==> config.mk <==
export PLATFORM = sky130hd
export DESIGN_NAME = pci_cfg_xlate
export DESIGN_NICKNAME = d
export VERILOG_FILES = /design/src/rtl/pci_cfg_xlate.sv
export SDC_FILE = /design/constraint.sdc
export NUM_CORES = 1
export LEC_CHECK = 0
export BUFFER_PORTS_ARGS = -buffer_cell sky130_fd_sc_hd__buf_4
export CORE_MARGIN = 5
export CORE_UTILIZATION = 39
export CTS_CLUSTER_SIZE = 25
export DETAILED_ROUTE_END_ITERATION = 10
export GPL_TIMING_DRIVEN = 0
export PLACE_DENSITY = 0.79
export SLEW_MARGIN = 40
export SYNTH_ARGS = -nofsm -noshare
export SYNTH_HDL_FRONTEND = slang
export SYNTH_SLANG_ARGS = --single-unit
==> constraint.sdc <==
create_clock -name clk -period 1 [get_ports clk]
set_clock_uncertainty 0.05 [all_clocks]
set_input_delay 0.2 -clock clk [delete_from_list [all_inputs] [get_ports clk]]
set_output_delay 0.2 -clock clk [all_outputs]
set_load 0.02 [all_outputs]
==> src/rtl/pci_cfg_xlate.sv <==
module pci_cfg_xlate #(
  parameter int OFS_W = 16,
  parameter int BUS_W = 8
) (
  input  logic        clk,
  input  logic        rst_n,
  input  logic        req,
  input  logic        is_wr,
  input  logic [1:0]  size,
  input  logic [OFS_W-1:0] offset,
  input  logic [31:0] map_reg,
  input  logic [BUS_W-1:0] bus_num,
  output logic [31:0] cfg_addr,
  output logic        addr_vld,
  output logic        sel_err,
  output logic        unsup,
  output logic [31:0] fill_data
);
  localparam int SEL_LO = 11;
  localparam int SEL_W  = 32 - SEL_LO;
  localparam int MODE_BIT = 16;

  logic [31:0]      word;
  logic [SEL_W-1:0] sel;
  logic [4:0]       dev;
  logic [31:0]      mask;
  logic             bad_mode, no_sel;

  assign word     = {map_reg[31-OFS_W:0], offset};
  assign sel      = word[31:SEL_LO];
  assign bad_mode = map_reg[MODE_BIT];
  assign no_sel   = (sel == '0);

  always_comb begin
    dev = '0;
    for (int i = SEL_W-1; i >= 0; i--)
      if (sel[i]) dev = 5'(i);
  end

  always_comb begin
    case (size)
      2'd0:    mask = 32'h0000_00FF;
      2'd1:    mask = 32'h0000_FFFF;
      default: mask = 32'hFFFF_FFFF;
    endcase
  end

  always_ff @(posedge clk or negedge rst_n) begin
    if (!rst_n) begin
      cfg_addr  <= '0;
      addr_vld  <= 1'b0;
      sel_err   <= 1'b0;
      unsup     <= 1'b0;
      fill_data <= '0;
    end else begin
      addr_vld <= 1'b0;
      sel_err  <= 1'b0;
      unsup    <= 1'b0;
      if (req) begin
        fill_data <= (bad_mode && !is_wr) ? mask : '0;
        if (bad_mode) begin
          unsup <= 1'b1;
        end else if (no_sel) begin
          sel_err <= 1'b1;
        end else begin
          addr_vld <= 1'b1;
          cfg_addr <= {1'b1, 7'b0, 8'(bus_num), dev, word[10:8], word[7:2], 2'b00};
        end
      end
    end
  end

  a_r8_one_outcome: assert property (@(posedge clk) disable iff (!rst_n)
    $onehot0({addr_vld, sel_err, unsup}));
  a_r8_pulse_needs_req: assert property (@(posedge clk) disable iff (!rst_n)
    (addr_vld || sel_err || unsup) |-> $past(req));
  a_r5_bus_and_enable: assert property (@(posedge clk) disable iff (!rst_n)
    req && !bad_mode && !no_sel |=> cfg_addr[31] && cfg_addr[30:24] == 7'd0
      && cfg_addr[23:16] == 8'($past(bus_num)));
  a_r6_mode_blocks: assert property (@(posedge clk) disable iff (!rst_n)
    req && bad_mode |=> unsup && !addr_vld && $stable(cfg_addr));
  a_r7_err_no_addr: assert property (@(posedge clk) disable iff (!rst_n)
    req && !bad_mode && no_sel |=> sel_err && $stable(cfg_addr));
  a_r4_low_bits_zero: assert property (@(posedge clk) disable iff (!rst_n)
    addr_vld |-> cfg_addr[1:0] == 2'b00);
endmodule

==> results.md <==
- Leakage: 1.64 nW
- Antenna violations before repair: 0
- Number of violations reported at the end of detailed-routing iteration 0: 75
- Crit path buf inv count: 2
- Final HPWL from detailed placement: between 3000 and 4000 µm
- Fmax: 0.602 GHz
- Critical Path Max Stage Delay: 520 ps
- Library cell with the highest instance count after synthesis: buf_4
- Clock transition at the registers of the reported paths: roughly 60 ps
- Number of antenna cells inserted: 0
- Final Worst Setup Slack: -661 ps
- Result of the run: finished, violations left
- Arrival time at the worst endpoint: around 1800 ps
- Number of top-level design ports: 129
- Total setup violations reported at the end of the flow: 84
- Library cells used by synthesis: 30
- Die area: 0.00564 mm²
- Register bit count reported by yosys: 29
- Kind of end point of the critical path: flip-flop
- Number of instances in the synthesized netlist: 146
- CORE AREA: a little over 0.004 mm²
- Number of design rule violations left after detail routing: 0
- First-pass GRT wire length: 8490 µm
- Share of synthesized registers carrying an async set or reset: 1.00
- Worst Setup Path Type: in -> reg
- Min-delay worst type: in -> reg
- Critical path launch point: map_reg[8]
- Number of buffers created by CTS: 5
- Power density cells: roughly 1200 mW/mm²
- Final Wtd Congestion: 0.868
- Total stage count of the critical path: 6
- Pre-antenna DRT Iters: 4
- Post-synthesis sequential area ratio: 0.439
- Worst R2R Start: fill_data[7]$_DFFE_PN0P_
- Placed standard-cell area: 0.00252 mm²
- Top area cells in the synthesized netlist: dfrtp_1 (44%), buf_4 (17%), mux2_4 (11%)
- Clock tree from TritonCTS: yes
- Tcrit/Tclk final: 1.66
- Initial Util: 0.407
- Worst r2r path cells: 3
- Top cell family by delay on the critical path: simple AND/OR/NAND/NOR gates
- Cell accounting for the most synthesized area: dfrtp_1
- Clock tree root buffer cell: clkbuf_8
- Remaining global-route overflow: 0
- Maximum buffer depth of the clock tree: 2
- Most frequent cells after synthesis: buf_4 (38), dfrtp_1 (29), mux2_4 (12), nor2_1 (8)
- Count of cells along the worst hold path: 2
- NumNets Final: approximately 360
- Count of input and output buffers: 102
- Synth top area share: 0.439
- Peak supply drop: approximately 1100 µV
- Reg-to-reg endpoint: fill_data[7]$_DFFE_PN0P_
- Synthesized area per cell: between 10 and 15 µm²
- Max H-tree Level: 2
- Count of endpoints failing hold in the final timing report: 0
- Yosys warning count: 0
- Via count of the first global-routing pass: 1,628
- Violations in the final reports: negative setup slack
- Crit path capture: cfg_addr[16]$_DFFE_PN0P_
- Most used flip-flop cell after synthesis: dfrtp_1
- Vias after detailed routing: 1,625
- Total routing resource utilization after global routing: 0.203
- Ratio of cells with drive above 1 in the final layout: 0.713
- Cell area after technology mapping: 0.00165 mm²
- Minimum setup slack after placement: -1030 ps
- Period minus WS final: 1660 ps
- Antenna violation net count after detailed routing: 0
- Number of max-capacitance violations reported: 0
- Std-Cell Rows: 23
- R2R Setup Slk: -90 ps
- Later-pin clock latency in the skew report: around 270 ps
- Via count normalized by instance count: between 4 and 5
- Final Max Slew Viols: 0
- Width of the die: between 70 and 80 µm
- Worst-path cell chain: buf_6, or4_4, and4bb_4, a21boi_4, buf_16, mux2_4
- Layout overhead on the synthesized area: 99.3%
- Startpoint kind of the worst setup timing path: input port
- Aggregate negative setup slack: -26,920 ps
- Clock sink count: 29
- Largest net degree at the start of global routing: 30
- Routed WL per cell: 16.1 µm
- Final standard cell area without fillers: 0.00329 mm²
- Chip Height: 75.1 µm
- Critical path required time: ~1100 ps
- Setup repair after global routing missed its margin: yes
- Maximum fanout along the worst path: 6
- Critical-path top delay cell: or4_4
- Count of flip-flops with a built-in enable after synthesis: 0
- Routed wire length: 5570 µm
[area by class of cell]
class                   count  area [µm²]
repair buffers            136        1330
fillers                   238         766
flip-flops and latches     29         729
multi-input cells          78         657
plain buffers              38         398
clock buffers               8        90.1
well taps                  50        62.6
inverters                   7        26.3
[how the worst min path moves through the flow]
stage | from | end
detailed placement | rst_n | cfg_addr[2]$_DFFE_PN0P_
global placement | rst_n | cfg_addr[2]$_DFFE_PN0P_
floorplan | rst_n | addr_vld$_DFF_PN0_
finish | offset[8] | cfg_addr[8]$_DFFE_PN0P_
CTS | offset[8] | cfg_addr[8]$_DFFE_PN0P_
global route | offset[8] | cfg_addr[8]$_DFFE_PN0P_
[layer usage]
layer / part of all wire / global-route usage / up-vias
met3: 0.10 / 0.0641 / 6
met4: 0.0079 / 0.0632 / 0
met2: 0.54 / 0.359 / 78
met1: 0.35 / 0.234 / 775
li1: - / - / 766
met5: 0 / 0 / -
[where the power goes]
group          total [W]  switching [W]  internal, W
clock           0.000976       0.000416     0.000560
combinational    0.00170       0.000696     0.000999
sequential       0.00142       0.000108      0.00131
total            0.00409        0.00122      0.00287
[cells by family (layout without fill, tap and decap cells)]
logic type,count (synthesis),count (layout),synth area share
AOI/OAI and AO/OA,20,20,0.0902
buffers and inverters,47,189,0.202
DFF,29,29,0.439
muxes,19,19,0.157
other,1,9,0.00227
and+or+nand+nor,30,30,0.109
[timing repair]
item / CTS / global route
hold buffers: 1 / 0
pin swaps: 5 / 1
cloned: 2 / 0
endpoints found under the hold margin: 29 / 0
setup endpoints to repair: 83 / 84
resized for setup: 110 / 11
setup buffers: 25 / 9
[through the flow]
stage	utilization	power, W	hold WS [ps]	cells
after floorplan	-	0.00209	-146	154
after global placement	0.620	0.00265	96.1	306
after detailed placement	0.620	0.00268	96.3	306
after CTS	0.791	0.00405	100	340
after global routing	0.811	0.00427	98.7	346
final	0.811	0.00409	105	346
[registers in the layout (all words and copies together) (netlist names)]
name and cells:
addr_vld 1, fill_data 3, sel_err 1, cfg_addr 23, unsup 1
[cells in the final DEF, fill, tap and decap left out, types with 2 or more instances in the layout]
| cell type | count |
|---|---|
| nor4_2 | 2 |
| nor3_1 | 3 |
| clkbuf_8 | 6 |
| o21ai_0 | 4 |
| o21ai_1 | 2 |
| dfrtp_2 | 3 |
| nor4_1 | 4 |
| nor2_1 | 8 |
| mux2_2 | 6 |
| or4_4 | 2 |
| nand3_1 | 2 |
| mux2_4 | 13 |
| dfrtp_1 | 26 |
| inv_1 | 7 |
| buf_4 | 67 |
| buf_6 | 104 |
| clkbuf_1 | 2 |
| a21oi_1 | 3 |
| nor2b_1 | 4 |
| conb_1 | 9 |
Note: power is estimated with default switching activity, not from simulation.
